## src/rtl/sc_pkg.sv

```systemverilog
package sc_pkg;
    localparam int DEF_BYTE_W     = 8;
    localparam int DEF_CODE_BYTES = 3;
    localparam int DEF_CTR_W      = 3;

    typedef enum logic [1:0] {
        OP_NONE = 2'd0,
        OP_CMP  = 2'd1,
        OP_CTR  = 2'd2,
        OP_CODE = 2'd3
    } sc_op_e;
endpackage

```

## src/rtl/sc_code_match.sv

```systemverilog
module sc_code_match #(
    parameter int BYTE_W = 8,
    parameter int NBYTES = 3,
    localparam int W = BYTE_W * NBYTES
) (
    input  logic [W-1:0] cand,
    input  logic [W-1:0] ref_code,
    output logic         match
);
    logic [NBYTES-1:0] byte_eq;

    for (genvar k = 0; k < NBYTES; k++) begin : g_byte
        assign byte_eq[k] = (cand[k*BYTE_W +: BYTE_W] == ref_code[k*BYTE_W +: BYTE_W]);
    end

    // The code is accepted only as a whole
    assign match = &byte_eq;
endmodule

```

## src/rtl/sc_ctr_next.sv

```systemverilog
module sc_ctr_next #(
    parameter int W = 3
) (
    input  logic [W-1:0] ctr,
    input  logic         is_cmp,
    input  logic         match,
    input  logic         granted,
    input  logic [W-1:0] wr_val,
    output logic [W-1:0] ctr_nxt
);
    logic exhausted;
    assign exhausted = (ctr == '0);

    always_comb begin
        if (is_cmp) begin
            if (exhausted)  ctr_nxt = ctr;
            else if (match) ctr_nxt = '1;
            else            ctr_nxt = ctr & (ctr - 1'b1);   // drop lowest set bit
        end else begin
            // Without grant the counter can only lose bits
            ctr_nxt = granted ? wr_val : (ctr & wr_val);
        end
    end
endmodule

```

## src/rtl/sc_read_sel.sv

```systemverilog
module sc_read_sel #(
    parameter int BYTE_W = 8,
    parameter int NBYTES = 3,
    parameter int CTR_W  = 3,
    parameter int SEL_W  = 2,
    localparam int W = BYTE_W * NBYTES
) (
    input  logic [SEL_W-1:0]  sel,
    input  logic [CTR_W-1:0]  ctr,
    input  logic [W-1:0]      code,
    input  logic              show,
    output logic [BYTE_W-1:0] dout
);
    logic [BYTE_W-1:0] cand [NBYTES+1];

    assign cand[0] = BYTE_W'(ctr);

    for (genvar k = 0; k < NBYTES; k++) begin : g_mask
        assign cand[k+1] = show ? code[k*BYTE_W +: BYTE_W] : '0;
    end

    always_comb begin
        dout = '0;
        for (int i = 0; i <= NBYTES; i++) begin
            if (sel == SEL_W'(i)) dout = cand[i];
        end
    end
endmodule

```

## src/rtl/sc_guard.sv

```systemverilog
module sc_guard
    import sc_pkg::*;
#(
    parameter int BYTE_W     = DEF_BYTE_W,
    parameter int CODE_BYTES = DEF_CODE_BYTES,
    parameter int CTR_W      = DEF_CTR_W,
    parameter logic [BYTE_W*CODE_BYTES-1:0] INIT_CODE = 24'h3C_96_A5,
    parameter logic [CTR_W-1:0]             INIT_CTR  = '1,
    localparam int CODE_W = BYTE_W * CODE_BYTES,
    localparam int SEL_W  = $clog2(CODE_BYTES + 1),
    localparam int IDX_W  = (CODE_BYTES > 1) ? $clog2(CODE_BYTES) : 1
) (
    input  logic              clk,
    input  logic              rst_n,
    input  logic              nv_rst_n,
    input  logic              cmp_req,
    input  logic [CODE_W-1:0] cmp_code,
    input  logic              ctr_wr_req,
    input  logic [CTR_W-1:0]  ctr_wr_val,
    input  logic              code_wr_req,
    input  logic [IDX_W-1:0]  code_wr_idx,
    input  logic [BYTE_W-1:0] code_wr_byte,
    input  logic [SEL_W-1:0]  rd_sel,
    output logic              verified,
    output logic              locked,
    output logic [CTR_W-1:0]  err_ctr,
    output logic              wr_grant,
    output logic              code_hidden,
    output logic [BYTE_W-1:0] rd_data
);
    typedef struct packed {
        logic verified;
    } vol_t;

    typedef struct packed {
        logic [CTR_W-1:0]  ctr;
        logic [CODE_W-1:0] code;
    } nv_t;

    vol_t vol_d, vol_q;
    nv_t  nv_d,  nv_q;

    sc_op_e            op;
    logic              code_ok;
    logic [CTR_W-1:0]  ctr_nxt;
    logic [CODE_W-1:0] code_flat;
    logic              granted;
    logic              exhausted;

    assign code_flat = nv_q.code;
    assign exhausted = (nv_q.ctr == '0);
    assign granted   = vol_q.verified && !exhausted;

    // Request priority: compare, then counter write, then code write
    always_comb begin
        if (cmp_req)          op = OP_CMP;
        else if (ctr_wr_req)  op = OP_CTR;
        else if (code_wr_req) op = OP_CODE;
        else                  op = OP_NONE;
    end

    sc_code_match #(
        .BYTE_W (BYTE_W),
        .NBYTES (CODE_BYTES)
    ) u_match (
        .cand     (cmp_code),
        .ref_code (code_flat),
        .match    (code_ok)
    );

    sc_ctr_next #(
        .W (CTR_W)
    ) u_ctr (
        .ctr     (nv_q.ctr),
        .is_cmp  (op == OP_CMP),
        .match   (code_ok),
        .granted (granted),
        .wr_val  (ctr_wr_val),
        .ctr_nxt (ctr_nxt)
    );

    always_comb begin
        vol_d = vol_q;
        nv_d  = nv_q;
        unique case (op)
            OP_CMP: begin
                if (!exhausted) begin
                    vol_d.verified = code_ok;
                    nv_d.ctr       = ctr_nxt;
                end
            end
            OP_CTR: begin
                nv_d.ctr = ctr_nxt;
            end
            OP_CODE: begin
                if (granted) begin
                    for (int k = 0; k < CODE_BYTES; k++) begin
                        if (code_wr_idx == IDX_W'(k))
                            nv_d.code[k*BYTE_W +: BYTE_W] = code_wr_byte;
                    end
                end
            end
            default: ;
        endcase
    end

    // Volatile state: cleared by power-on reset
    always_ff @(posedge clk or negedge rst_n) begin
        if (!rst_n) vol_q <= '0;
        else        vol_q <= vol_d;
    end

    // Nonvolatile cells: only the delivery-state load touches them
    always_ff @(posedge clk or negedge nv_rst_n) begin
        if (!nv_rst_n) begin
            nv_q.ctr  <= INIT_CTR;
            nv_q.code <= INIT_CODE;
        end else begin
            nv_q <= nv_d;
        end
    end

    sc_read_sel #(
        .BYTE_W (BYTE_W),
        .NBYTES (CODE_BYTES),
        .CTR_W  (CTR_W),
        .SEL_W  (SEL_W)
    ) u_rd (
        .sel  (rd_sel),
        .ctr  (nv_q.ctr),
        .code (nv_q.code),
        .show (vol_q.verified),
        .dout (rd_data)
    );

    assign verified    = vol_q.verified;
    assign locked      = exhausted;
    assign err_ctr     = nv_q.ctr;
    assign wr_grant    = granted;
    assign code_hidden = !vol_q.verified;
endmodule

```

## config.mk

```make
export PLATFORM = sky130hd
export DESIGN_NAME = sc_guard
export DESIGN_NICKNAME = d
export VERILOG_FILES = /design/src/rtl/sc_pkg.sv /design/src/rtl/sc_code_match.sv /design/src/rtl/sc_ctr_next.sv /design/src/rtl/sc_read_sel.sv /design/src/rtl/sc_guard.sv
export SDC_FILE = /design/constraint.sdc
export NUM_CORES = 1
export LEC_CHECK = 0
export BUFFER_PORTS_ARGS = -buffer_cell sky130_fd_sc_hd__buf_2
export CAP_MARGIN = 25
export CELL_PAD_IN_SITES_DETAIL_PLACEMENT = 2
export CELL_PAD_IN_SITES_GLOBAL_PLACEMENT = 2
export CORE_MARGIN = 2
export CORE_UTILIZATION = 31
export DETAILED_ROUTE_END_ITERATION = 8
export PLACE_DENSITY_LB_ADDON = 0.25
export SETUP_SLACK_MARGIN = 0.5
export SLEW_MARGIN = 20
export SYNTH_ARGS = -nofsm -noshare
export SYNTH_HDL_FRONTEND = slang
export SYNTH_HIERARCHICAL = 1
export SYNTH_SLANG_ARGS = --single-unit
```

## constraint.sdc

```tcl
create_clock -name clk -period 2.2 [get_ports clk]
set_input_delay 0.33 -clock clk [delete_from_list [all_inputs] [get_ports clk]]
set_output_delay 0.33 -clock clk [all_outputs]
set_load 0.01 [all_outputs]
```

[Yosys cells after proc, flatten, opt, wreduce, memory -nomap -nowiden]
Index checks and enable logic that the tools add are counted.
W data, S select, Z words.
Operators by class
  bitwise gates (word level): 3
  mux-type cells: 15
  eq/ne operators: 12
  add/sub/neg operators: 1
  reduce and logical (&&, ||, !) cells: 13
Operators by type and width (count)
  $mux W8: 6
  $eq A8 B8 Y1: 3
  $mux W3: 5
  $reduce_and A3 Y1: 4
  $eq A2 B2 Y1 const B: 5
  $and A3 B3 Y3: 2
  $eq A2 B1 Y1 const B: 3
  $mux W2: 3
  $pmux W3 S2: 1
  $logic_not A2 Y1: 2
  $reduce_and A2 Y1: 2
  $logic_not A3 Y1: 1
  $sub A3 B1 Y3 const B: 1
  $logic_not A1 Y1: 2
  $ne A2 B2 Y1 const B: 1
  $reduce_bool A2 Y1: 1
  $logic_and A1 B1 Y1: 1
  $not A1 Y1: 1
Storage, ports and cells
  word-level logic and storage cells: 49
  bits of input ports: 45
  register bits after elaboration: 28

[Longest topological paths before layout]
Gate-level depths: netlist (run 1).
  word-level depth: 7
  depth in mapped cells: 8

[Cells and area by module]
The synthesis (run 1) kept the hierarchy.
By module, submodules not included
  sc_guard: instances 1, area each 1153.6 µm², cells each 68, seq. area each 719.4 µm²
  sc_code_match: instances 1, area each 264.0 µm², cells each 32, seq. area each 0.0 µm²
  sc_read_sel: instances 1, area each 221.5 µm², cells each 31, seq. area each 0.0 µm²
  sc_ctr_next: instances 1, area each 83.8 µm², cells each 13, seq. area each 0.0 µm²

[Least setup slack after synthesis (run 1)]
Ideal clock, no wire load.
  path type: reg-to-reg
  start point: register code_flat[18] (netlist name)
  end point: register err_ctr[1] (netlist name)
  cell stages (with the launch flop): 9
  clock period less this slack: 1.739 ns
  setup slack: 0.461 ns
  data arrival time: 1.680 ns
  path buffers: 0
  cells stage by stage: dfstp_2 xor2_1 nor4_1 nand4_1 nor3_2 o21a_1 o221ai_1 nand2_1 mux2_2
On the way
  longest elaborated chain between the ends: 6
Ends and longest elaborated chain
  $eq A8 B8 Y1 (*): RTL line sc_code_match.sv:13  | assign byte_eq[k] = (cand[k*BYTE_W +: BYTE_W] == ref_code[k*BYTE_W +: BYTE_W]);
  $reduce_and A3 Y1 (*): RTL line sc_code_match.sv:17  | assign match = &byte_eq;
  via code_ok: RTL line sc_guard.sv:44  | logic code_ok;
  $mux W3 (*): RTL line sc_ctr_next.sv:17  | else if (match) ctr_nxt = '1;
  $mux W3 (*): RTL line sc_ctr_next.sv:15  | if (is_cmp) begin
  via ctr_nxt[1]: RTL line sc_guard.sv:45  | logic [CTR_W-1:0] ctr_nxt;
  $mux W3: RTL line sc_guard.sv:87  | if (!exhausted) begin
  $pmux W3 S2 (*): RTL line sc_guard.sv:85  | unique case (op)
The timed path passes the listed nets; every way through them passes the cells marked *. The select of a mux whose other input is x is not followed.
A chain may end at the register's enable or synchronous reset.

[Final worst setup path (run 1)]
  start point: register code_flat[18] (netlist name)
  end point: register err_ctr[2] (netlist name)
On the way
  longest elaborated chain between the ends: 6
Ends and longest elaborated chain (RTL line)
  $eq A8 B8 Y1 (*): sc_code_match.sv:13
  $reduce_and A3 Y1 (*): sc_code_match.sv:17
  via code_ok: sc_guard.sv:44
  $mux W3 (*): sc_ctr_next.sv:17
  $mux W3 (*): sc_ctr_next.sv:15
  via ctr_nxt[2]: sc_guard.sv:45
  $mux W3: sc_guard.sv:87
  $pmux W3 S2 (*): sc_guard.sv:85
Marks and branches as above.

==> metrics.md, run 1 <==
| Metric | Value |
|---|---|
| Max Clock Freq | 510 MHz |
| Worst setup EP type | register |
| Vias in the first global route | 1677 |
| Reg area | 721 µm² |
| Area Overhead vs Synth | 43.1% |
| Pwr dens | 427 mW/mm² |
| Avg Vias per Cell | 5.09 |
| Slowest stage delay, CP | 0.57 ns |
| WL met2 | 3.37 mm |
| Synth area leaders | dfstp_2 23%, dfrtp_1 19%, mux2_2 18%, xor2_1 8.1%, mux2i_1 4.6% |
| DR vias | 1491 |
| CTS tree | built |
| Core Box Area | 0.00544 mm² |
| Status | complete, no violations |
| CTS root buffer | clkbuf_8 |
| FF-to-FF End | err_ctr[2]$_DFFE_PN1P_ |
| Area occupied by multi-input gates | 0.00112 mm² |
| Yosys top cell area share | 22.9% |
| # setup viols final | 0 |
| Fin nets | 267 |
| Clock Path Buffers | 2 |
| DRT iter0 DRCs | 44 |
| Worst R2R Path Depth | 8 |
| Max FO, Critical Path | 5 |
| FF+latch count, synth | 28 |
| DR pass1 iterations | 4 |
| Crit-path cells | xor2_1 > nor4_2 > nand4_1 > nor3_4 > buf_6 > a21oi_4 > o22ai_2 > mux2_4 |
| Die Wd | 78.6 µm |
| Reg-to-reg slack, setup | 0.24 ns |
| Sequential-to-total area share from yosys stat | 41.8% |
| Top Layer Used | met4 |
| I/O Buffers | 59 |
| Worst Setup Start Kind | register |
| Final Cycle Share | 89.1% |
| Clk_skew | 0.00374 ns |
| Layout cells sized above 1 | 67.9% |
| DIE AREA | 0.00617 mm² |
| Placed cell count | 274 |
| Metal-1 WL | 2.51 mm |
| CTS Buf Count | 3 |
| Total GRT Usage | 20.2% |
| Post-Synthesis Cells | 144 |
| Relative slew slack | 56.3% |
| Grt ovf | 0 |
| Synth Warn # | 6 |
| CTS clock-pin slew for the worst setup and hold paths | 0.11 ns |
| Pins Over Slew Limit | 0 |
| Finished Layout Cells | 293 |
| # DRC | 0 |
| Tmin final | 1.96 ns |
| ANT nets after route | 0 |
| H-tree level count | 1 |
| Post-route setup slack | 0.240 ns |
| Syn Nets | 189 |
| Largest net degree at the start of global routing | 28 |
| Routed wl met3 | 178 µm |
| Initial antenna violation count | 0 |
| Routability cong. | 0.827 |
| WP data required | 2.43 ns |
| Yosys cell types | 30 |
| Final hold violations | 0 |
| Crit Path Class | register to register |
| Final TNS setup | 0 ns |
| Post-DP HPWL | 4.25 mm |
| Syn Area/Cell | 12.0 µm² |
| Worst-Margin Slew | 0.656 ns |
| Crit path DAT | 2.19 ns |
| Starting density of the core | 31.7% |
| CTS Sinks | 28 |
| Vert. Die Dim | 78.6 µm |
| WL final | 6.10 mm |
| Worst r2r src | code_flat[18]$_DFFE_PN1P_ |
| First-pass GRT wire length | 9.40 mm |
| Worst min-delay path category | input pin to asynchronous set/reset pin |
| Worst Hold Slack | 0.0699 ns |
| Num rows | 27 |
| RSZ-0062 raised after global routing | true |
| Max cap viols | 0 |
| Num ports | 60 |
| Clock latency on the worst-skew pair | 0.28 ns |
| Post-synthesis cell area | 0.00172 mm² |
| FILL cells | 567 |
| Area leader, netlist | dfstp_2 |
| Core Util, Final | 45.3% |
| VDD IR max | 264 µV |
| LEAKAGE | 0.00121 µW |
| DR WL/cell | 20.8 µm |
| Worst slack, placed | 0.0507 ns |
| Slowest cell on crit path | dfstp_2 |
| Inserted Diodes | 0 |
per-stage QoR:
step | instance area, µm² | power [µW]
floorplan | 1730 | 562
global route | 2470 | 1100
finish | 2470 | 1050
detailed placement | 2100 | 633
global placement | 2100 | 627
CTS | 2340 | 1070
repair_timing:
item	in CTS	in global routing
pin swaps	7	10
gates resized for setup	20	18
gates cloned	0	0
endpoints found under the hold margin	1	0
buffers inserted	8	6
setup endpoints to repair	32	13
hold buffers	1	0
sequential cells by signal, summed over array words and instances (netlist names):
name       cells
code_flat     24
verified       1
err_ctr        3
area by class of cell:
cell class / count / share of cell area (%)
multi-input cells: 111 / 45.5
flip-flops and latches: 28 / 29.2
repair buffers: 75 / 18.3
well taps: 72 / 3.65
clock buffers: 3 / 1.67
clock inverters: 1 / 1.22
inverters: 3 / 0.457
cell usage after synthesis (all sizes together):
cell type,count
nor3,1
o221ai,4
or3,1
dfrtp,13
a21oi,1
nor4,4
nand2,11
o21ai,4
inv,3
mux2i,9
o22ai,6
o21a,1
xor2,16
o31a,1
o211ai,2
nor3b,1
or3b,3
nand4,3
mux2,28
xnor2,8
dlygate4sd3,1
nand4b,2
nor2,1
nand3,1
buf,1
nand2b,2
or2,1
dfstp,15
worst max-delay path, delay by kind of cell (launching register included):
| family | cells | cell delay, ns |
|---|---|---|
| simple gates | 3 | 0.76 |
| mux | 1 | 0.16 |
| xor+xnor | 1 | 0.08 |
| flops | 1 | 0.57 |
| compound gates | 2 | 0.17 |
| buf+inv | 1 | 0.16 |
layer usage:
layer  global-route usage [%]  vias to the layer above
met1                     25.2                      771
met2                     36.8                       31
li1                         -                      685
met3                     2.53                        4
met4                     4.56                        0
met5                        0                        -
worst max path at each step:
| stage | cells after the start | to | from | slack (ns) |
|---|---|---|---|---|
| final | 8 | err_ctr[2]$_DFFE_PN1P_ | code_flat[18]$_DFFE_PN1P_ | 0.24 |
| after global routing | 8 | err_ctr[1]$_DFFE_PN1P_ | code_flat[18]$_DFFE_PN1P_ | 0.13 |
| after CTS | 8 | err_ctr[2]$_DFFE_PN1P_ | code_flat[5]$_DFFE_PN1P_ | 0.15 |
| after detailed placement | 8 | err_ctr[1]$_DFFE_PN1P_ | code_flat[18]$_DFFE_PN1P_ | 0.05 |
| after global placement | 8 | err_ctr[1]$_DFFE_PN1P_ | code_flat[18]$_DFFE_PN1P_ | 0.18 |
| after floorplan | 8 | err_ctr[1]$_DFFE_PN1P_ | code_flat[18]$_DFFE_PN1P_ | 0.48 |
layout by cell type, fill, tap and decap left out, types with 4 or more instances in the layout:
| master | n |
|---|---|
| mux2i_1 | 8 |
| mux2_2 | 25 |
| buf_2 | 56 |
| dfrtp_1 | 12 |
| nand2_1 | 10 |
| o221ai_2 | 4 |
| buf_4 | 11 |
| xnor2_1 | 8 |
| buf_6 | 7 |
| xor2_1 | 15 |
| dfstp_2 | 15 |
report_power, final:
part | switching (µW) | internal (µW)
Clock | 176 | 244
Sequential | 0 | 516
Combinational | 66.1 | 52.4
Total | 242 | 812
kinds of logic after synthesis:
group / share of synthesized area, %
buf+inv: 1.89
xor+xnor: 12.2
flops: 41.8
mux: 23.7
compound gates: 7.84
simple gates: 12.6
No activity file was read; power rests on OpenSTA's default activity.
==> inputs of run 2 (changes only) <==
GPL_TIMING_DRIVEN = 0   (was unset)
==> metrics.md, run 2 (same netlist as run 1, synthesis figures left out) <==
| Metric | Value |
|---|---|
| Crit Path Class | register to register |
| Most common cell after layout, fill and taps aside | buf_2 |
| Final hold violations | 0 (unchanged) |
| Worst-Margin Slew | 0.642 ns (-0.0142 ns) |
| Num rows | 27 (unchanged) |
| # DRC | 0 (unchanged) |
| Placed cell count | 275 (+0.36%) |
| Inserted Diodes | 0 (unchanged) |
| Vert. Die Dim | 78.6 µm (unchanged) |
| DR pass1 iterations | 4 (unchanged) |
| Initial antenna violation count | 0 (unchanged) |
| Area Overhead vs Synth | 42.4% |
| Tmin final | 1.97 ns (+0.0131 ns) |
| Reg area | 721 µm² (unchanged) |
| Starting density of the core | 31.7% (unchanged) |
| Vias in the first global route | 1668 (-0.54%) |
| Grt ovf | 0 (unchanged) |
| Max FFs per register | 24 (unchanged) |
| Pwr dens | 399 mW/mm² (-6.6%) |
| H-tree level count | 1 (unchanged) |
| DR WL/cell | 20.5 µm (-1.7%) |
| Relative slew slack | 57.2% (+0.95 points) |
| Fin nets | 272 (+1.9%) |
| Clk_skew | 0.0107 ns (+0.00691 ns) |
| Total GRT Usage | 20.4% (+0.17 points) |
| Avg Vias per Cell | 5.05 (-0.69%) |
| DRT iter0 DRCs | 57 (+30%) |
| Crit path DAT | 2.22 ns (+0.03 ns) |
| Core Box Area | 0.00544 mm² (unchanged) |
| Layout cells sized above 1 | 66.4% (-1.5 points) |
| Status | complete, no violations |
| Final Cycle Share | 89.7% (+0.59 points) |
| Max cap viols | 0 (unchanged) |
| Finished Layout Cells | 298 (+1.7%) |
| VDD IR max | 217 µV (-18%) |
| CTS Sinks | 28 (unchanged) |
| CTS tree | built |
| # setup viols final | 0 (unchanged) |
| DIE AREA | 0.00617 mm² (unchanged) |
| CTS clock-pin slew for the worst setup and hold paths | 0.11 ns (about the same) |
| LEAKAGE | 0.00123 µW (+1.2%) |
| First-pass GRT wire length | 9.36 mm (-0.44%) |
| Worst Setup Start Kind | register |
| Final TNS setup | 0 ns (unchanged) |
| CTS Buf Count | 3 (unchanged) |
| Clock Path Buffers | 2 (unchanged) |
| Die Wd | 78.6 µm (unchanged) |
| Num ports | 60 (unchanged) |
| DR vias | 1506 (+1.0%) |
| I/O Buffers | 59 (unchanged) |
| Commonest non-fill, non-tap cells in the layout | 57 x buf_2, 25 x mux2_2, 15 x dfstp_2, 15 x buf_4, 15 x xor2_1 |
| RSZ-0062 raised after global routing | true |
| Routability cong. | 0.790 (-4.5%) |
| Post-DP HPWL | 4.00 mm (-5.8%) |
| Worst min-delay path category | input pin to asynchronous set/reset pin |
| WL final | 6.10 mm (unchanged) |
| Pins Over Slew Limit | 0 (unchanged) |
| Max Clock Freq | 507 MHz (-0.66%) |
| Largest net degree at the start of global routing | 28 (unchanged) |
| FILL cells | 575 (+1.4%) |
| WP data required | 2.44 ns (about the same) |
| Worst R2R Path Depth | 8 (unchanged) |
| ANT nets after route | 0 (unchanged) |
| Area occupied by multi-input gates | 0.00109 mm² (-2.7%) |
| CTS root buffer | clkbuf_8 |
| Clock latency on the worst-skew pair | 0.29 ns (about the same) |
| Max FO, Critical Path | 3 (-2) |
| Worst setup EP type | register |
## run 2: report_power, final
| group | internal, µW | switching [µW] | total (µW) |
|---|---|---|---|
| sequential | 516 | 0 | 516 |
| combinational | 54.5 | 64.4 | 119 |
| clock | 161 | 183 | 344 |
## run 2: final timing paths
check | slack, ns | to | from
worst max-delay path | 0.23 | err_ctr[2]$_DFFE_PN1P_ | code_flat[5]$_DFFE_PN1P_
worst min-delay path | 0.05 | code_flat[8]$_DFFE_PN0P_ | nv_rst_n
worst max register to register | 0.23 | err_ctr[2]$_DFFE_PN1P_ | code_flat[5]$_DFFE_PN1P_
worst min register to register | 0.57 | code_flat[13]$_DFFE_PN0P_ | code_flat[13]$_DFFE_PN0P_
max in group asynchronous | 1.73 | code_flat[4]$_DFFE_PN0P_ | nv_rst_n
min in group clk | 0.29 | code_flat[9]$_DFFE_PN1P_ | code_wr_byte[1]
## run 2: layout make-up
class	count	area share, %
Multi-Input combinational cell	111	44.5
Sequential cell	28	29.4
Timing Repair Buffer	78	18.9
Tap cell	72	3.67
Clock buffer	4	2.24
Buffer	2	0.867
Inverter	3	0.459
## run 2: repair_timing
| item | in CTS | in global routing |
|---|---|---|
| hold buffers | 1 | 0 |
| pin swaps | 10 | 4 |
| gates cloned | 0 | 0 |
| resized for setup | 20 | 9 |
| endpoints found under the hold margin | 1 | 0 |
| endpoints found under the setup margin | 37 | 30 |
| setup buffers | 14 | 4 |
## run 2: worst max-delay path, cell delays in order (launching register included)
cell and delay, ns:
dfstp_2 0.57, xor2_2 0.08, nor4_2 0.33, nand4_1 0.21
nor3_4 0.23, buf_6 0.15, o21ai_2 0.05, o22ai_1 0.15
mux2_4 0.17
## run 2: per-stage QoR
step	worst slack, ns	cell area [µm²]	util [%]	hold WS (ns)	power, µW
after floorplan	0.483	1730	-	0.0344	562
after global placement	0.129	2110	38.9	0.107	629
after detailed placement	0.0794	2110	38.9	0.109	635
after CTS	0.188	2370	43.6	0.0791	971
after global routing	0.104	2450	45.1	0.0923	1010
final	0.227	2450	45.1	0.0510	979
## run 2: metal layers
layer	wire [µm]	global-route usage [%]
met1	2620	26.9
met2	3210	35.9
met3	217	2.18
met4	49	4.21
met5	0	0
